--- config.mk ---
export PLATFORM = sky130hd
export DESIGN_NAME = bcd_xs3_serial
export DESIGN_NICKNAME = d
export VERILOG_FILES = /design/src/rtl/cx3_pkg.sv /design/src/rtl/cx3_bit_cell.sv /design/src/rtl/cx3_state.sv /design/src/rtl/bcd_xs3_serial.sv
export SDC_FILE = /design/constraint.sdc
export NUM_CORES = 1
export LEC_CHECK = 0
export BUFFER_PORTS_ARGS = -buffer_cell sky130_fd_sc_hd__buf_2
export CAP_MARGIN = 20
export CORE_AREA = 8 8 45 47
export CTS_CLUSTER_SIZE = 25
export DETAILED_ROUTE_END_ITERATION = 8
export DIE_AREA = 0 0 53 55
export SYNTH_ARGS = -nofsm -noshare
export SYNTH_HDL_FRONTEND = slang
export SYNTH_SLANG_ARGS = --single-unit
--- constraint.sdc ---
create_clock -name clk -period 2 [get_ports clk]
set_clock_uncertainty 0.1 [all_clocks]
set_input_delay 0.1 -clock clk [delete_from_list [all_inputs] [get_ports clk]]
set_output_delay 0.1 -clock clk [all_outputs]
set_load 0.05 [all_outputs]
--- src/rtl/cx3_pkg.sv ---
`timescale 1ns/1ps
package cx3_pkg;

  localparam int DEF_WIDTH  = 4;
  localparam int DEF_ADDEND = 3;

  // carry out of a one-bit full adder
  function automatic logic cx3_maj(input logic a, input logic b, input logic c);
    return (a & b) | (a & c) | (b & c);
  endfunction

endpackage

--- src/rtl/cx3_bit_cell.sv ---
`timescale 1ns/1ps
module cx3_bit_cell
  import cx3_pkg::*;
(
  input  logic x_bit,
  input  logic k_bit,
  input  logic carry_in,
  output logic sum_bit,
  output logic carry_out
);

  always_comb begin
    sum_bit   = x_bit ^ k_bit ^ carry_in;
    carry_out = cx3_maj(x_bit, k_bit, carry_in);
  end

endmodule

--- src/rtl/cx3_state.sv ---
`timescale 1ns/1ps
module cx3_state #(
  parameter int WIDTH  = 4,
  localparam int SLOT_W = (WIDTH > 1) ? $clog2(WIDTH) : 1
) (
  input  logic              clk,
  input  logic              rst,
  input  logic              adv,
  input  logic              carry_next,
  output logic [SLOT_W-1:0] slot_q,
  output logic              carry_q,
  output logic              last_slot
);

  localparam logic [SLOT_W-1:0] LAST = SLOT_W'(WIDTH - 1);

  assign last_slot = (slot_q == LAST);

  always_ff @(posedge clk) begin
    if (rst) begin
      slot_q  <= '0;
      carry_q <= 1'b0;
    end else if (adv) begin
      if (last_slot) begin
        slot_q  <= '0;
        carry_q <= 1'b0;
      end else begin
        slot_q  <= slot_q + 1'b1;
        carry_q <= carry_next;
      end
    end
  end

endmodule

--- src/rtl/bcd_xs3_serial.sv ---
`timescale 1ns/1ps
module bcd_xs3_serial #(
  parameter int WIDTH  = cx3_pkg::DEF_WIDTH,
  parameter int ADDEND = cx3_pkg::DEF_ADDEND
) (
  input  logic clk,
  input  logic rst,
  input  logic bit_valid,
  input  logic x_in,
  output logic z_out,
  output logic digit_end
);

  localparam int SLOT_W = (WIDTH > 1) ? $clog2(WIDTH) : 1;
  localparam logic [WIDTH-1:0] K = WIDTH'(ADDEND);

  logic [SLOT_W-1:0] slot_q;
  logic              carry_q;
  logic              last_slot;
  logic              k_bit;
  logic              sum_bit;
  logic              carry_next;
  logic [SLOT_W:0]   state_q;

  assign k_bit   = K[slot_q];
  assign state_q = {slot_q, carry_q};

  cx3_bit_cell cell_i (
    .x_bit     (x_in),
    .k_bit     (k_bit),
    .carry_in  (carry_q),
    .sum_bit   (sum_bit),
    .carry_out (carry_next)
  );

  cx3_state #(.WIDTH(WIDTH)) state_i (
    .clk        (clk),
    .rst        (rst),
    .adv        (bit_valid),
    .carry_next (carry_next),
    .slot_q     (slot_q),
    .carry_q    (carry_q),
    .last_slot  (last_slot)
  );

  assign z_out     = bit_valid & sum_bit;
  assign digit_end = bit_valid & last_slot;

endmodule

# Word-level counts from Yosys, hierarchy flattened
# Cells that the tools add are included.
totals:
  regBits: 3
  input_bits: 4
  out_inout_bits: 2
  word_cells: 18
op_classes:
  add_sub_neg: 1
  n_lt_le_gt_ge: 1
  n_eq_ne: 1
  n_mux: 4
  n_bitwise: 9
op_table:
  columns: ["operator", "count"]
  rows:
  - ["$and 1x1->1", 5]
  - ["$lt 2x3->1 const B", 1]
  - ["$add 2x1->2 const B", 1]
  - ["$bmux 1 s2", 1]
  - ["$eq 2x2->1 const B", 1]
  - ["$mux 1", 2]
  - ["$mux 2", 1]
  - ["$or 1x1->1", 2]
  - ["$xor 1x1->1", 2]

# Logic depth before layout (Yosys ltp)
depth:
  word_depth: 6
  mapped_depth: 4

# Cells and area by module
# Synthesis repeated with hierarchy kept, for this count alone.
unflattened:
  hier_cells: 16
  hier_area_um2: 165.2
by_module_without_submodules:
  columns: ["mod", "instances", "cells_each", "area_per_inst_um2", "seq_area_each_um2"]
  rows:
  - ["cx3_state", 1, 12, 128.9, 60.1]
  - ["cx3_bit_cell", 1, 1, 20.0, 0.0]
  - ["bcd_xs3_serial", 1, 3, 16.3, 0.0]

# Worst setup path after synthesis
# OpenSTA, ideal clock, no wires.
synth_path:
  path_kind: "register to output"
  start: "reg state_i.slot_q[1]"
  end: "out z_out"
  t_arrival_ps: 1476
  required_time_ps: 1800
  path_slack_ps: 324
  stages_incl_launch_ff: 3
  path_buffers: 0
  cell_sequence: "dfxtp_1 -> fa_1 -> nor2b_1"
synth_between:
  elab_chain_len: 5
synth_rtl:
  columns: ["element", "line_no", "text"]
  rows:
  - ["from (decl)", "cx3_state.sv:10", "output logic [SLOT_W-1:0] slot_q,"]
  - ["from (signal assigned)", "cx3_state.sv:28", "slot_q <= slot_q + 1'b1;"]
  - ["$bmux 1 s2", "bcd_xs3_serial.sv:25", "assign k_bit = K[slot_q];"]
  - ["$mux 1 (not written as such)", "bcd_xs3_serial.sv:25", null]
  - ["$xor 1x1->1 (2 in a row)", "cx3_bit_cell.sv:13", "sum_bit = x_bit ^ k_bit ^ carry_in;"]
  - ["$and 1x1->1", "bcd_xs3_serial.sv:46", "assign z_out = bit_valid & sum_bit;"]
  - ["to (decl)", "bcd_xs3_serial.sv:10", "output logic z_out,"]
# Every way passes these cells. The select of a mux whose other input is x is not followed.

# Worst setup path in the final report
# Ends and elaborated chain as after synthesis.

==> results.md <==
- Outcome: finished, final reports clean
- DRC violation count after routing: 0
- Largest net degree at the start of global routing: 8
- Initial antenna violation count: 0
- Maximum Capacitance Violations: 0
- Bufs on Longest Clock Path: 2
- Largest family of logic cells by synthesized area: simple AND/OR/NAND/NOR gates
- Mux cell area share after synthesis: 6.11%
- Setup Viol. Count Final: 0
- Hpwl dp: 251 um
- Worst endpoint required time: 1.80 ns
- Wirelength per Cell: 8.55 um
- Avg Synthesized Cell Area: 10.2 um2
- GP Congestion: 0.583
- DIE AREA: 2920 um2
- Flop and latch count out of synthesis: 3
- Commonest non-fill, non-tap cell in the layout: buf_2
- DP Cell Count: 37
- CTS Buf Count: 3
- Fin. Hold Viols: 0
- Clock Tree Root: clkbuf_4
- Post-synthesis compound-gate area fraction: 7.63%
- CP Max Fanout: 3
- DR vias/cell: 3.33
- Static leakage: 0.116 nW
- Area delta synth->final: 49.6%
- Post-place instance area: 209 um2
- Fin util: 17.7%
- TritonCTS clock tree: built
- Fin crit period: 1.62 ns
- Distinct cells, synth: 13
- Post-Synthesis Cells: 16
- Layout Nets: 33
- Final Power: 211 uW
- Starting DRT DRC Count: 0
- Register area share after synthesis: 36.6%
- VDD IR-drop max: 0.173 mV
- GRT overflow: 0
- Clock sink count: 3
- Slew @ Worst Pin: 0.248 ns
- Hold Crit Class: in2reg
- DRT Wirelength: 359 um
- Post-DRT Antenna Nets: 0
- Port Buffer Count: 5
- PwrDens: 859 nW/um2
- Most frequent cells in the layout: buf_2, clkbuf_4, dfxtp_1, inv_1
- Crit share post-route: 80.9%
- Setup_tns: 0 ns
- Clock slew at reported path FFs: 0.04 ns
- Post-cts resize count: 0
- Vias in the first global route: 162
- N_diodes: 0
- Via count: 140
- First-pass GRT wire length: 600 um
- Fmax: 0.618 GHz
- WP data arrival: 1.42 ns
- Initial Utilization: 11.8%
- Die X: 53 um
- Synthesized cell area: 164 um2
- Global Route Usage Sum: 3.44%
- Syn_nets: 22
- Die height: 55 um
- Worst slew margin: 83.6%
- Setup repair bufs after CTS: 0
- I/O Pins: 6
- H-tree levels: 1
- Layout cells sized above 1: 30.8%
- Post-synthesis adder-cell area fraction: 19.8%
- CP Launch Type: register
- Final cell count without fillers: 42
- Drt pass-1 iters: 1
- Post-Synth Simple-Gate Area: 25.2%
- Crit. End Element: output port
- Synth warnings: 0
- Xor and xnor fraction of the mapped netlist area: 0%
- Worst skew pair latency: 0.23 ns
- RSZ-0062 raised after global routing: false
- Setup Crit Path Kind: reg2out
- Pins Over Slew Limit: 0
- Row count: 14
- Design area: 245 um2
- Core area: 1380 um2
cell type report:
cell class	count	area [um2]
fill	164	1140
multi-input combinational	11	96.3
sequential	3	60.1
timing repair buffer	6	35.0
clock buffer	4	26.3
tap	16	20.0
inverter	2	7.51
synthesized netlist by cell type:
cell	n	area share, %
ha_1	1	7.6
and2_1	1	3.8
or3b_1	1	5.3
o31ai_1	1	4.6
dfxtp_1	3	37
or4b_1	1	6.1
a21oi_1	1	3.1
inv_1	2	4.6
fa_1	1	12
nor2_1	1	2.3
mux2i_1	1	6.1
nor2b_1	1	3.8
nand2b_1	1	3.8
metrics by stage:
step / worst slack [ns] / hold WS, ns
floorplan: 0.324 / 0.0691
global placement: 0.544 / 0.217
detailed placement: 0.533 / 0.218
CTS: 0.357 / 0.0337
global route: 0.266 / 0.0494
finish: 0.383 / 0.0405
critical path, cell delays in order (launching register included):
cell and delay, ns:
dfxtp_1 0.38, fa_1 0.44, nor2b_1 0.11, buf_2 0.26
power by group:
part	switching (mW)	internal, mW
Combinational	0.0220	0.0147
Clock	0.0310	0.0748
Sequential	0.00309	0.0650
Total	0.0561	0.154
per-layer routing:
layer / track usage, % / wire [um]
met2: 4.10 / 154
met3: 4.55 / 66
met4: 3.88 / 0
met5: 0 / 0
met1: 2.44 / 138
sequential cells by signal, summed over array words and instances (netlist names):
name             flops
state_i.slot_q       2
state_i.carry_q      1
final timing paths:
| kind | start | endpoint | slack [ns] | depth (start not counted) |
|---|---|---|---|---|
| setup / recovery | state_i.slot_q[1] | z_out | 0.38 | 3 |
| hold / removal | bit_valid | state_i.carry_q | 0.04 | 2 |
| hold reg to reg | state_i.slot_q[0] | state_i.slot_q[0] | 0.38 | 2 |
| setup reg to reg | state_i.slot_q[1] | state_i.carry_q | 0.50 | 3 |
repair_timing:
item / CTS / global route
hold buffers: 1 / 0
hold endpoints to repair: 3 / 0
endpoints found under the setup margin: 0 / 0
cells by family after synthesis:
kind of cell,Yosys count
muxes,1
buffers and inverters,2
and+or+nand+nor,6
DFF,3
AOI/OAI and AO/OA,2
adders and majority gates,2
No activity file was read; power rests on OpenSTA's default activity.
